$ cat src/rtl/pack_pkg.sv
// Shared definitions for the packed narrowing unit.
// Assumes a 64-bit multimedia register width.
package pack_pkg;
    localparam int REG_W = 64;

    typedef enum logic [1:0] {
        MODE_TRUNC  = 2'd0,
        MODE_SSAT   = 2'd1,
        MODE_USAT   = 2'd2,
        MODE_TRUNC2 = 2'd3
    } sat_mode_e;

    typedef enum logic {
        OP_W2B = 1'b0,
        OP_D2W = 1'b1
    } pack_op_e;
endpackage

$ cat src/rtl/lane_narrow.sv
// Narrows one IN_W-bit lane to OUT_W bits by truncation or by signed or
// unsigned saturation. The input lane is always read as a signed value.
// Assumes OUT_W < IN_W.
module lane_narrow #(
    parameter int IN_W  = 16,
    parameter int OUT_W = 8
) (
    input  logic [IN_W-1:0]      lane_in,
    input  pack_pkg::sat_mode_e  mode,
    output logic [OUT_W-1:0]     lane_out
);
    localparam int TOP_W = IN_W - OUT_W + 1;

    logic [TOP_W-1:0] top_bits;
    logic             sign_bit;
    logic             fits_signed;
    logic             fits_unsigned;
    logic [OUT_W-1:0] low_bits;

    // Range detection: signed fit means all discarded bits equal the new sign bit.
    always_comb begin
        top_bits      = lane_in[IN_W-1:OUT_W-1];
        sign_bit      = lane_in[IN_W-1];
        fits_signed   = (&top_bits) | ~(|top_bits);
        fits_unsigned = ~(|lane_in[IN_W-1:OUT_W]);
        low_bits      = lane_in[OUT_W-1:0];
    end

    // Select the clamped or truncated value for the requested mode.
    always_comb begin
        case (mode)
            pack_pkg::MODE_SSAT: begin
                if (fits_signed)   lane_out = low_bits;
                else if (sign_bit) lane_out = {1'b1, {(OUT_W-1){1'b0}}};
                else               lane_out = {1'b0, {(OUT_W-1){1'b1}}};
            end
            pack_pkg::MODE_USAT: begin
                if (fits_unsigned) lane_out = low_bits;
                else if (sign_bit) lane_out = '0;
                else               lane_out = '1;
            end
            default: lane_out = low_bits;
        endcase
    end
endmodule

$ cat src/rtl/narrow_bank.sv
// Narrows every lane of the operand pair {hi, lo} and concatenates the
// results in lane order, so lanes of lo land in the low half.
// Assumes REG_W is a multiple of IN_W.
module narrow_bank #(
    parameter int REG_W = 64,
    parameter int IN_W  = 16
) (
    input  logic [REG_W-1:0]     lo_opnd,
    input  logic [REG_W-1:0]     hi_opnd,
    input  pack_pkg::sat_mode_e  mode,
    output logic [REG_W-1:0]     packed_out
);
    localparam int OUT_W = IN_W / 2;
    localparam int LANES = (2 * REG_W) / IN_W;

    logic [2*REG_W-1:0] pair;

    // Join the operands so lane index maps straight to output position.
    always_comb pair = {hi_opnd, lo_opnd};

    for (genvar i = 0; i < LANES; i++) begin : g_lane
        lane_narrow #(.IN_W(IN_W), .OUT_W(OUT_W)) u_lane (
            .lane_in  (pair[i*IN_W +: IN_W]),
            .mode     (mode),
            .lane_out (packed_out[i*OUT_W +: OUT_W])
        );
    end
endmodule

$ cat src/rtl/simd_pack_unit.sv
// Top of the narrowing pack unit. Two lane banks (16->8 and 32->16)
// work in parallel, the operation select chooses one, and a single
// register stage gives a one-cycle latency. Assumes synchronous
// active-low reset.
module simd_pack_unit #(
    parameter int REG_W = pack_pkg::REG_W
) (
    input  logic             clk,
    input  logic             rst_n,
    input  logic             in_valid,
    input  logic             in_op,
    input  logic [1:0]       in_mode,
    input  logic [REG_W-1:0] lo_opnd,
    input  logic [REG_W-1:0] hi_opnd,
    output logic             out_valid,
    output logic [REG_W-1:0] out_data
);
    pack_pkg::sat_mode_e mode;
    logic [REG_W-1:0]    w2b_res;
    logic [REG_W-1:0]    d2w_res;
    logic [REG_W-1:0]    next_res;

    // Decode the mode field into the shared enum.
    always_comb mode = pack_pkg::sat_mode_e'(in_mode);

    narrow_bank #(.REG_W(REG_W), .IN_W(16)) u_w2b (
        .lo_opnd    (lo_opnd),
        .hi_opnd    (hi_opnd),
        .mode       (mode),
        .packed_out (w2b_res)
    );

    narrow_bank #(.REG_W(REG_W), .IN_W(32)) u_d2w (
        .lo_opnd    (lo_opnd),
        .hi_opnd    (hi_opnd),
        .mode       (mode),
        .packed_out (d2w_res)
    );

    // Pick the bank result for the requested operation.
    always_comb next_res = (in_op == pack_pkg::OP_D2W) ? d2w_res : w2b_res;

    // Output stage: capture on a valid request, hold otherwise.
    always_ff @(posedge clk) begin
        if (!rst_n) begin
            out_valid <= 1'b0;
            out_data  <= '0;
        end else begin
            out_valid <= in_valid;
            if (in_valid) out_data <= next_res;
        end
    end
endmodule

$ cat config.mk
export PLATFORM = sky130hd
export DESIGN_NAME = simd_pack_unit
export DESIGN_NICKNAME = d
export VERILOG_FILES = /design/src/rtl/pack_pkg.sv /design/src/rtl/lane_narrow.sv /design/src/rtl/narrow_bank.sv /design/src/rtl/simd_pack_unit.sv
export SDC_FILE = /design/constraint.sdc
export NUM_CORES = 1
export LEC_CHECK = 0
export CAP_MARGIN = 20
export CORE_UTILIZATION = 43
export CTS_CLUSTER_DIAMETER = 50
export DETAILED_ROUTE_END_ITERATION = 6
export PLACE_DENSITY = 0.89
export SKIP_LAST_GASP = 1
export SLEW_MARGIN = 25
export SYNTH_ARGS = -nofsm -noshare
export SYNTH_HDL_FRONTEND = slang
export SYNTH_SLANG_ARGS = --single-unit
$ cat constraint.sdc
create_clock -name clk -period 3 [get_ports clk]
set_input_delay 0.6 -clock clk [delete_from_list [all_inputs] [get_ports clk]]
set_output_delay 0.6 -clock clk [all_outputs]
set_load 0.01 [all_outputs]
==> results.cfg <==
[detailed_routing]
route.detailed.drc = 0
routedWlPerCell_um = 18.0
wl_um = 17700
dr_total_vias = 6091
via_per_inst = 6.19
drtIter0Drc = 450
firstDrtPassIters = 7
drtAntennaViolNets = 0

[synthesis]
syn-cell-area_mm2 = 0.00450
yosys.area.top_type_share = 0.289
synth-seq-area-share = 0.289
yosysUniqueCellTypes = 59
synthFlopType = dfxtp_1
synth_warnings = 0
yosys-top-cells-count = nor2_1 (87), o21ai_0 (83), dfxtp_1 (65)
synth_top_area_cell = dfxtp_1
synth-edff-count = 0
synthArstFlopShare = 0
synth_cells = 617
synthTopCellsByArea = dfxtp_1 (29%), o21ai_0 (9.2%), nor2_1 (7.3%), o221ai_1 (4.7%), nor4_1 (3.3%)
syn_nets = 753
yosysMostFrequentCell = nor2_1
syn_area_per_cell_um2 = 7.29
ys_seq_elements = 65

[placement]
dp_hpwl_um = 13400
dp_slack_ns = -0.244
port_buffers = 198
placed_area_mm2 = 0.00696
globalplace.congestion = 0.897

[worst_setup_path]
critPathTopFamily = simple AND/OR/NAND/NOR gates
r2r_start = out_data[46]$_SDFFE_PN0P_
crit_path_max_incr_delay_ns = 0.55
cp-start-kind = input pin
reg2reg_depth = 3
path_class = in -> reg
rrSetupSlack_ns = 2.16
critPathBufInv = 3
crit_slowest_cell = nor4_1
crit_arrival_ns = 3.04
worst_setup_path_end_kind = register
cp_cell_sequence = clkdlybuf4s50_1, nor4_1, and4_1, a21boi_0, buf_4, nor4_1, buf_4, a211oi_1, o21ai_0
critical_path_required_ns = 3.22
crit_fanout = 7
rr_endpoint = out_data[46]$_SDFFE_PN0P_

[die]
num_rows = 36
core_area_mm2 = 0.00995
dieArea_mm2 = 0.0109
fp.dieH_um = 104
die_x_um = 104
start_util = 0.452
ios = 199

[min_path]
worstHoldStart = out_data[31]$_SDFFE_PN0P_
min_path_type = reg -> reg
min_to = out_data[31]$_SDFFE_PN0P_
hold_depth = 2

[power]
ir_drop_mv = 0.271
pwr_density_cell_mw_per_mm2 = 380
p_total_w = 0.00272
p_leak_nw = 2.58

[cts]
clkTransAtPathRegs_ns = 0.08
hold_buffers = 0
cts_root_buf = clkbuf_8
worstSkewPairLatency_ns = 0.34
cts_buffers = 9
cts_max_level = 3
max-clock-path-buffers = 2
cts_tree = yes
ctsResizeCount = 0
postCtsSetupRepairBufs = 0
clkSinkCount = 65

[timing]
fin_ws_ns = 0.178
slew_headroom = 0.454
tns_ns = 0
rsz0062_at_grt = no
setup_violations = 0
clock_skew_ns = 0
worst_pin_slew_ns = 0.818
report.final.hold_viol_count = 0
fin_crit_sh = 0.941
finalMaxSlewViolations = 0
fmax_mhz = 354
period_minus_slack_ns = 2.82

[grt]
grt_pass1_wl_um = 28900
antenna_found_initial = 0
grt_use_total = 0.322
grt_start_max_net_pins = 36
grt.overflow.total = 0
grt_pass1_vias = 5982

[run]
drv_cap = 0

[run_status]
outcome = completed

[cells_and_area]
antenna_cells = 0
design_area_mm2 = 0.00716
drive_above_1_share = 0.115
nets = 982
area_delta_synth_final_pct = 59.2
==> stage by stage <==
step	instances	utilization	hold WS [ns]
finish	984	0.720	0.472
global route	984	0.720	0.505
CTS	984	0.719	0.476
detailed placement	968	0.699	0.458
global placement	968	0.699	0.432
floorplan	617	-	0.479
==> placed cells by master, fill, tap and decap left out, types with 4 or more instances in the layout <==
cell,count
a211oi_1,14
a21boi_0,4
a21o_1,7
a21oi_1,25
a221oi_1,7
a31oi_1,17
and3_1,7
buf_4,63
clkbuf_8,10
clkdlybuf4s50_1,197
dfxtp_1,65
inv_1,8
nand2_1,34
nand2b_1,8
nand3_1,8
nand4_1,21
nor2_1,87
nor2b_1,17
nor3_1,16
nor4_1,24
o211ai_1,9
o21a_1,9
o21ai_0,83
o21ai_1,5
o221a_2,7
o221ai_1,24
o22ai_1,8
o311ai_0,4
or3_1,5
or4_1,4
==> cells by family after synthesis <==
logic type | count (synthesis) | synth area share
buf+inv | 52 | 0.0434
compound gates | 251 | 0.384
fa+ha+maj | 2 | 0.00556
flops | 65 | 0.289
simple gates | 247 | 0.278
==> final cells by class <==
type	count	area (µm²)
flip-flops and latches	65	1300
clock inverters	6	66.3
well taps	133	166
clock buffers	10	138
multi-input cells	500	3010
inverters	9	33.8
fillers	795	2790
repair buffers	261	2450
==> power breakdown <==
group | switching (W) | total (W) | internal (W)
Sequential | 0.0000480 | 0.000991 | 0.000943
Clock | 0.000394 | 0.000802 | 0.000408
Combinational | 0.000438 | 0.000930 | 0.000492
Total | 0.000880 | 0.00272 | 0.00184
==> metal layers <==
layer  wire length (µm)  global-route usage  share of wire  vias up
li1                   -                   -              -     2859
met5                  0                   0              0        -
met3               1620              0.0815          0.091       41
met1               7050               0.377           0.40     2835
met2               8620               0.557           0.49      356
met4                444               0.129          0.025        0
==> worst max-delay path by stage <==
stage               slack (ns)                   endpoint         from  cells after the start
floorplan                 0.40  out_data[40]$_SDFFE_PN0P_   in_mode[0]                      8
global placement         -0.13  out_data[34]$_SDFFE_PN0P_  hi_opnd[24]                      7
detailed placement       -0.24  out_data[38]$_SDFFE_PN0P_  hi_opnd[24]                      7
CTS                       0.10  out_data[32]$_SDFFE_PN0P_  hi_opnd[24]                      7
global route              0.01  out_data[41]$_SDFFE_PN0P_  hi_opnd[24]                      9
finish                    0.18  out_data[41]$_SDFFE_PN0P_  hi_opnd[24]                      9
==> state kept, by name, indices dropped and copies added (netlist names) <==
register / cells
out_valid: 1
out_data: 64
==> worst min-delay path, delay by kind of cell, from the launching register on <==
kind	cells	cell delay [ns]
DFF	1	0.34
AOI/OAI and AO/OA	1	0.05
and+or+nand+nor	1	0.06
Note: power is estimated with default switching activity, not from simulation.
